==> config.mk <==
export PLATFORM = sky130hd
export DESIGN_NAME = pwr_dom_ctrl
export DESIGN_NICKNAME = d
export VERILOG_FILES = /design/src/rtl/pwr_dom_pkg.sv /design/src/rtl/pwr_dom_sync.sv /design/src/rtl/pwr_dom_timer.sv /design/src/rtl/pwr_dom_ctrl.sv
export SDC_FILE = /design/constraint.sdc
export NUM_CORES = 1
export LEC_CHECK = 0
export ABC_AREA = 1
export ABC_CLOCK_PERIOD_IN_PS = 8500
export BUFFER_PORTS_ARGS = -buffer_cell sky130_fd_sc_hd__buf_2
export CORE_MARGIN = 4
export CORE_UTILIZATION = 30
export CTS_CLUSTER_SIZE = 10
export DETAILED_ROUTE_END_ITERATION = 6
export SKIP_LAST_GASP = 1
export SLEW_MARGIN = 20
export SYNTH_ARGS = -nofsm -noshare
export SYNTH_HDL_FRONTEND = slang
export SYNTH_SLANG_ARGS = --single-unit
==> constraint.sdc <==
create_clock -name clk -period 8.5 [get_ports clk]
set_clock_uncertainty 0.15 [all_clocks]
set_input_delay 2.125 -clock clk [delete_from_list [all_inputs] [get_ports clk]]
set_output_delay 2.125 -clock clk [all_outputs]
set_load 0.05 [all_outputs]
==> src/rtl/pwr_dom_pkg.sv <==
package pwr_dom_pkg;

    localparam int NUM_DOM   = 4;
    localparam int ACK_SHIFT = 16;

    localparam int OFF_SW_CTRL = 'h08;
    localparam int OFF_STATUS  = 'h0C;
    localparam int OFF_IDLE_RQ = 'h10;
    localparam int OFF_HSHAKE  = 'h14;
    localparam int OFF_CORE_DN = 'h34;
    localparam int OFF_CORE_UP = 'h38;
    localparam int OFF_GFX_DN  = 'h3C;
    localparam int OFF_GFX_UP  = 'h40;

    // bit position of each domain's off request in the switch control word
    function automatic int sw_bit(input int d);
        case (d)
            0:       return 7;
            1:       return 14;
            2:       return 8;
            default: return 9;
        endcase
    endfunction

    // bit position of each domain's off flag in the status word
    function automatic int stat_bit(input int d);
        case (d)
            0:       return 7;
            1:       return 10;
            2:       return 8;
            default: return 9;
        endcase
    endfunction

    // bit position of each domain's idle request (and idle status)
    function automatic int rq_bit(input int d);
        case (d)
            0:       return 4;
            1:       return 9;
            2:       return 3;
            default: return 2;
        endcase
    endfunction

    // domain 3 is timed by the graphics count pair, the rest by the core pair
    function automatic bit uses_gfx_cnt(input int d);
        return d == 3;
    endfunction

endpackage

==> src/rtl/pwr_dom_sync.sv <==
module pwr_dom_sync #(
    parameter int WIDTH  = 8,
    parameter int STAGES = 2
) (
    input  logic             clk,
    input  logic             rst_n,
    input  logic [WIDTH-1:0] async_in,
    output logic [WIDTH-1:0] sync_out
);

    logic [STAGES-1:0][WIDTH-1:0] chain_d, chain_q;

    always_comb begin
        chain_d[0] = async_in;
        for (int s = 1; s < STAGES; s++) begin
            chain_d[s] = chain_q[s-1];
        end
    end

    always_ff @(posedge clk or negedge rst_n) begin
        if (!rst_n) chain_q <= '0;
        else        chain_q <= chain_d;
    end

    assign sync_out = chain_q[STAGES-1];

endmodule

==> src/rtl/pwr_dom_timer.sv <==
module pwr_dom_timer #(
    parameter int CNT_W = 16
) (
    input  logic             clk,
    input  logic             rst_n,
    input  logic             target_off,
    input  logic [CNT_W-1:0] down_lim,
    input  logic [CNT_W-1:0] up_lim,
    output logic             off_status
);

    typedef struct packed {
        logic             off;
        logic [CNT_W-1:0] cnt;
    } tmr_t;

    tmr_t st_d, st_q;
    logic [CNT_W-1:0] lim;
    logic [CNT_W:0]   cnt_inc;

    always_comb begin
        st_d    = st_q;
        lim     = target_off ? down_lim : up_lim;
        cnt_inc = {1'b0, st_q.cnt} + (CNT_W+1)'(1);
        if (target_off == st_q.off) begin
            st_d.cnt = '0;
        end else if (cnt_inc >= {1'b0, lim}) begin
            st_d.off = target_off;
            st_d.cnt = '0;
        end else begin
            st_d.cnt = cnt_inc[CNT_W-1:0];
        end
    end

    always_ff @(posedge clk or negedge rst_n) begin
        if (!rst_n) st_q <= '0;
        else        st_q <= st_d;
    end

    assign off_status = st_q.off;

endmodule

==> src/rtl/pwr_dom_ctrl.sv <==
module pwr_dom_ctrl
    import pwr_dom_pkg::*;
#(
    parameter int ADDR_W      = 8,
    parameter int DATA_W      = 32,
    parameter int CNT_W       = 16,
    parameter int SYNC_STAGES = 2,
    parameter int RESET_CNT   = 24
) (
    input  logic              clk,
    input  logic              rst_n,
    input  logic              bus_wr,
    input  logic [ADDR_W-1:0] bus_addr,
    input  logic [DATA_W-1:0] bus_wdata,
    output logic [DATA_W-1:0] bus_rdata,
    input  logic [3:0]        ic_ack,
    input  logic [3:0]        ic_idle,
    output logic [3:0]        idle_req,
    output logic [3:0]        sw_off
);

    localparam int ND = NUM_DOM;
    localparam logic [CNT_W-1:0] CNT_RST = CNT_W'(RESET_CNT);

    typedef struct packed {
        logic [ND-1:0]    ctrl_off;
        logic [ND-1:0]    req;
        logic [ND-1:0]    sw_off;
        logic [CNT_W-1:0] core_dn;
        logic [CNT_W-1:0] core_up;
        logic [CNT_W-1:0] gfx_dn;
        logic [CNT_W-1:0] gfx_up;
    } regs_t;

    regs_t st_d, st_q;

    logic [2*ND-1:0] sync_in, sync_out;
    logic [ND-1:0]   ack_s, idle_s, stat_off, ctrl_off_w;
    logic            unused_wdata;

    logic hit_ctrl, hit_stat, hit_req, hit_hs;
    logic hit_cdn, hit_cup, hit_gdn, hit_gup;

    assign hit_ctrl = bus_addr == ADDR_W'(OFF_SW_CTRL);
    assign hit_stat = bus_addr == ADDR_W'(OFF_STATUS);
    assign hit_req  = bus_addr == ADDR_W'(OFF_IDLE_RQ);
    assign hit_hs   = bus_addr == ADDR_W'(OFF_HSHAKE);
    assign hit_cdn  = bus_addr == ADDR_W'(OFF_CORE_DN);
    assign hit_cup  = bus_addr == ADDR_W'(OFF_CORE_UP);
    assign hit_gdn  = bus_addr == ADDR_W'(OFF_GFX_DN);
    assign hit_gup  = bus_addr == ADDR_W'(OFF_GFX_UP);

    assign unused_wdata = ^bus_wdata;

    // handshake inputs cross into this clock before use
    assign sync_in = {ic_idle, ic_ack};

    pwr_dom_sync #(
        .WIDTH  (2*ND),
        .STAGES (SYNC_STAGES)
    ) u_sync (
        .clk      (clk),
        .rst_n    (rst_n),
        .async_in (sync_in),
        .sync_out (sync_out)
    );

    assign ack_s  = sync_out[ND-1:0];
    assign idle_s = sync_out[2*ND-1:ND];

    // next-state logic
    always_comb begin
        st_d = st_q;
        if (bus_wr) begin
            if (hit_ctrl) begin
                for (int d = 0; d < ND; d++) st_d.ctrl_off[d] = bus_wdata[sw_bit(d)];
            end
            if (hit_req) begin
                for (int d = 0; d < ND; d++) st_d.req[d] = bus_wdata[rq_bit(d)];
            end
            if (hit_cdn) st_d.core_dn = bus_wdata[CNT_W-1:0];
            if (hit_cup) st_d.core_up = bus_wdata[CNT_W-1:0];
            if (hit_gdn) st_d.gfx_dn  = bus_wdata[CNT_W-1:0];
            if (hit_gup) st_d.gfx_up  = bus_wdata[CNT_W-1:0];
        end
        // switch: off only after a complete idle handshake, on at once
        for (int d = 0; d < ND; d++) begin
            if (!st_q.ctrl_off[d]) begin
                st_d.sw_off[d] = 1'b0;
            end else if (ack_s[d] && idle_s[d]) begin
                st_d.sw_off[d] = 1'b1;
            end
        end
    end

    always_ff @(posedge clk or negedge rst_n) begin
        if (!rst_n) begin
            st_q <= '{ctrl_off: '0, req: '0, sw_off: '0,
                      core_dn: CNT_RST, core_up: CNT_RST,
                      gfx_dn: CNT_RST, gfx_up: CNT_RST};
        end else begin
            st_q <= st_d;
        end
    end

    // per-domain status timers; the count group is picked per domain
    for (genvar g = 0; g < ND; g++) begin : g_dom
        logic [CNT_W-1:0] dn_lim, up_lim;
        if (uses_gfx_cnt(g)) begin : g_gfx
            assign dn_lim = st_q.gfx_dn;
            assign up_lim = st_q.gfx_up;
        end else begin : g_core
            assign dn_lim = st_q.core_dn;
            assign up_lim = st_q.core_up;
        end

        pwr_dom_timer #(
            .CNT_W (CNT_W)
        ) u_tmr (
            .clk        (clk),
            .rst_n      (rst_n),
            .target_off (st_q.sw_off[g]),
            .down_lim   (dn_lim),
            .up_lim     (up_lim),
            .off_status (stat_off[g])
        );
    end

    // read mux
    always_comb begin
        bus_rdata = '0;
        if (hit_ctrl) begin
            for (int d = 0; d < ND; d++) bus_rdata[sw_bit(d)] = st_q.ctrl_off[d];
        end
        if (hit_stat) begin
            for (int d = 0; d < ND; d++) bus_rdata[stat_bit(d)] = stat_off[d];
        end
        if (hit_req) begin
            for (int d = 0; d < ND; d++) bus_rdata[rq_bit(d)] = st_q.req[d];
        end
        if (hit_hs) begin
            for (int d = 0; d < ND; d++) begin
                bus_rdata[rq_bit(d)]             = idle_s[d];
                bus_rdata[rq_bit(d) + ACK_SHIFT] = ack_s[d];
            end
        end
        if (hit_cdn) bus_rdata[CNT_W-1:0] = st_q.core_dn;
        if (hit_cup) bus_rdata[CNT_W-1:0] = st_q.core_up;
        if (hit_gdn) bus_rdata[CNT_W-1:0] = st_q.gfx_dn;
        if (hit_gup) bus_rdata[CNT_W-1:0] = st_q.gfx_up;
    end

    assign idle_req   = st_q.req;
    assign sw_off     = st_q.sw_off;
    assign ctrl_off_w = st_q.ctrl_off;

endmodule

==> impl_metrics.json <==
{
  "synth_cells": 1349,
  "power_frac_comb_pct": 12.6,
  "synth-edff-count": 0,
  "route.detailed.drc": 0,
  "fin_crit_sh_pct": 73.66,
  "post-place-cells": 1821,
  "timing.hold.ws_ns": 0.1988,
  "fin_area_um2": 11620,
  "synth-warning-count": 0,
  "crit_path_end_kind": "output pin",
  "multi_input_area_um2": 5330,
  "synth-seq-area-share_pct": 38.77,
  "required_ns": 6.23,
  "critical_path_class": "primary input to output pin",
  "p_sw_share_pct": 29.98,
  "p_leak_nw": 5.739,
  "die-area_um2": 37550,
  "min_period_ns": 6.261,
  "slew_headroom_pct": 33.40,
  "rsz0062_at_grt": "no",
  "io_buffers": 62,
  "worstMarginPinSlew_ns": 0.9966,
  "syn_area_um2": 10350,
  "final_cells": 1854,
  "fp.dieH_um": 193.8,
  "crit_chain": "buf_2, inv_1, nand2_2, nor3_4, inv_2, nor2_4, inv_1, o211ai_1, o21ai_0, nand3_1, buf_2",
  "firstDrtPassIters": 4,
  "power_frac_clock_pct": 43.7,
  "htree_levels": 4,
  "io_pins": 91,
  "post_cts_buffers": 0,
  "core_area_um2": 33780,
  "cts_resized": 0,
  "path_clk_slew_ns": 0.06,
  "hp-start": "u_sync.chain_d[10]$_DFF_PN0_",
  "cts_tree": "done",
  "synth_area_leaders": "dfrtp_1, nand2_1, ha_1, inv_1, o21ai_0",
  "hpwl_mm": 20.79,
  "reg2reg_from": "g_dom[1].u_tmr.st_q[0]$_DFF_PN0_",
  "synthToLayoutAreaGrowth_pct": 12.23,
  "grt_overflow": 0,
  "p_switching_w": 0.0005533,
  "crit_fanout": 16,
  "wl_per_cell_um": 14.68,
  "finalPower_w": 0.001845,
  "num-fill-cells": 3551,
  "crit_path_top_delay_cell": "nor2_4",
  "place_congestion": 0.8717,
  "max-vdd-ir-drop_uv": 93.55,
  "numCtsBuffers": 17,
  "clock_sinks": 160,
  "worstSkewPairLatency_ns": 0.44,
  "finalSetupViolCount": 0,
  "ys.flop_type": "dfrtp_1",
  "first_global_vias": 8507,
  "status": "completed",
  "hold_violations": 0,
  "ys_types": 45,
  "yosys.area.top_type": "dfrtp_1",
  "start_kind": "primary input",
  "drtIter0Drc": 542,
  "intPower_w": 0.001292,
  "crit_path_max_incr_delay_ns": 0.40,
  "grt_max_degree": 105,
  "drive_gt1_share_pct": 13.80,
  "sequentialPowerShare_pct": 43.7,
  "vias_per_cell": 4.731,
  "fin_tns_setup_ns": 0,
  "max-clock-path-buffers": 2,
  "ctsHoldBuffers": 0,
  "regArea_um2": 4015,
  "hold_class": "flop to flop",
  "drv_slew": 0,
  "synth_top_area_share_pct": 36.74,
  "grt_pass1_wl_mm": 44.49,
  "via_count": 8772,
  "rows": 67,
  "fmax_mhz": 159.7,
  "drv_cap": 0,
  "startpoint": "bus_addr[0]",
  "fin_nets": 1512,
  "antenna_found_initial": 0,
  "wirelength_mm": 27.21,
  "start_util_pct": 30.65,
  "ant_nets": 0,
  "cp.arrival_ns": 3.99,
  "n_antenna_cell": 0,
  "avgSynthCellArea_um2": 7.675,
  "ys_ff_latch": 160,
  "synthArstFlopShare_pct": 100.0,
  "grtUsageTotal_pct": 14.40,
  "power_per_cell_area_nw_per_um2": 158.8,
  "root_buffer": "clkbuf_16",
  "place_area_um2": 11000,
  "die_x_um": 193.8
}
worst paths after layout:
kind,end,slack [ns],depth (start not counted)
setup / recovery,bus_rdata[10],2.24,11
hold reg to reg,u_sync.sync_out[2]$_DFF_PN0_,0.20,0
min in group asynchronous,idle_req[0]$_DFFE_PN0P_,1.67,1
max in group asynchronous,g_dom[2].u_tmr.st_q[9]$_DFF_PN0_,5.14,2
hold / removal,u_sync.sync_out[2]$_DFF_PN0_,0.20,0
setup reg to reg,g_dom[1].u_tmr.st_q[2]$_DFF_PN0_,5.09,19
power groups by stage:
| stage | combinational (W) | clock (W) | sequential (W) |
|---|---|---|---|
| 6_report | 0.000232 | 0.000807 | 0.000806 |
| 5_1_grt | 0.000261 | 0.000854 | 0.000808 |
| 4_1_cts | 0.000235 | 0.000821 | 0.000805 |
| 3_5_place_dp | 0.000235 | 0 | 0.000820 |
| 3_3_place_gp | 0.000231 | 0 | 0.000819 |
| 2_1_floorplan | 0.000176 | 0 | 0.000817 |
Yosys cell counts, drive strengths merged, types with 4 or more instances:
| master | number |
|---|---|
| nand2 | 359 |
| inv | 203 |
| dfrtp | 152 |
| o21ai | 138 |
| nor2 | 122 |
| ha | 68 |
| nand4 | 43 |
| nand3 | 39 |
| xor2 | 38 |
| a21oi | 36 |
| buf | 31 |
| nor3 | 27 |
| clkbuf | 21 |
| mux2i | 13 |
| nor4 | 10 |
| o2111ai | 9 |
| dfstp | 8 |
| xnor2 | 8 |
| o211ai | 5 |
| or2 | 4 |
layer usage:
metal	share of wire [%]	wire, um	vias to the layer above	global-route usage, %
met4	1.9	511	0	4.013
met1	47	12810	4158	19.69
met5	0	0	-	0
met3	3.8	1024	32	2.189
li1	-	-	4406	-
met2	47	12870	176	23.83
logic make-up after synthesis:
| group | after synthesis | synth area share (%) |
|---|---|---|
| AO/OA/AOI/OAI | 195 | 10.02 |
| XOR/XNOR | 46 | 3.891 |
| adder cells (fa/ha/maj) | 68 | 8.218 |
| buffers and inverters | 256 | 10.30 |
| flip-flops | 160 | 38.77 |
| multiplexers | 13 | 1.257 |
| other | 1 | 0.03622 |
| AND/OR/NAND/NOR | 610 | 27.52 |
flip-flops by register name, summed over array words and instances (netlist names), 8 cells and up:
register and cells:
g_dom.dn_lim 32, g_dom.u_tmr.st_q 64, u_sync.sync_out 8, g_dom.up_lim 32, u_sync.chain_d 8
cell type report:
cell class / count / share of cell area, %
multi-input combinational: 944 / 45.87
clock inverter: 14 / 1.443
sequential: 160 / 34.55
tap: 448 / 4.824
timing repair buffer: 66 / 3.015
inverter: 204 / 6.601
clock buffer: 18 / 3.693
placed cells by master, fill, tap and decap left out, types with 6 or more instances in the layout:
cell type,Yosys,layout
nor2_2,44,44
clkbuf_16,0,17
nor3_1,20,20
o21ai_1,18,18
nand2_1,350,350
dfrtp_1,152,151
xnor2_1,8,8
nor2_1,72,72
inv_1,197,197
conb_1,1,12
a21oi_1,36,36
mux2i_1,13,13
xor2_1,38,36
dfstp_2,8,8
nand3_1,34,34
nor2_4,6,6
o21ai_0,120,120
inv_6,0,6
ha_1,68,68
nor4_1,9,9
inv_2,6,6
o2111ai_1,9,9
nand2_2,8,8
buf_2,10,61
nand4_1,41,41
through the flow:
step | util (%) | setup WS [ns]
after floorplan | - | 2.674
after global placement | 32.55 | 2.202
after detailed placement | 32.57 | 2.202
after CTS | 34.34 | 2.197
after global routing | 34.39 | 2.111
final | 34.39 | 2.239
critical path: cells and delay by family:
family	cells	cell delay (ns)
AO/OA/AOI/OAI	2	0.25
AND/OR/NAND/NOR	4	0.91
buffers and inverters	5	0.69
Power figures use the tool's default switching activity.
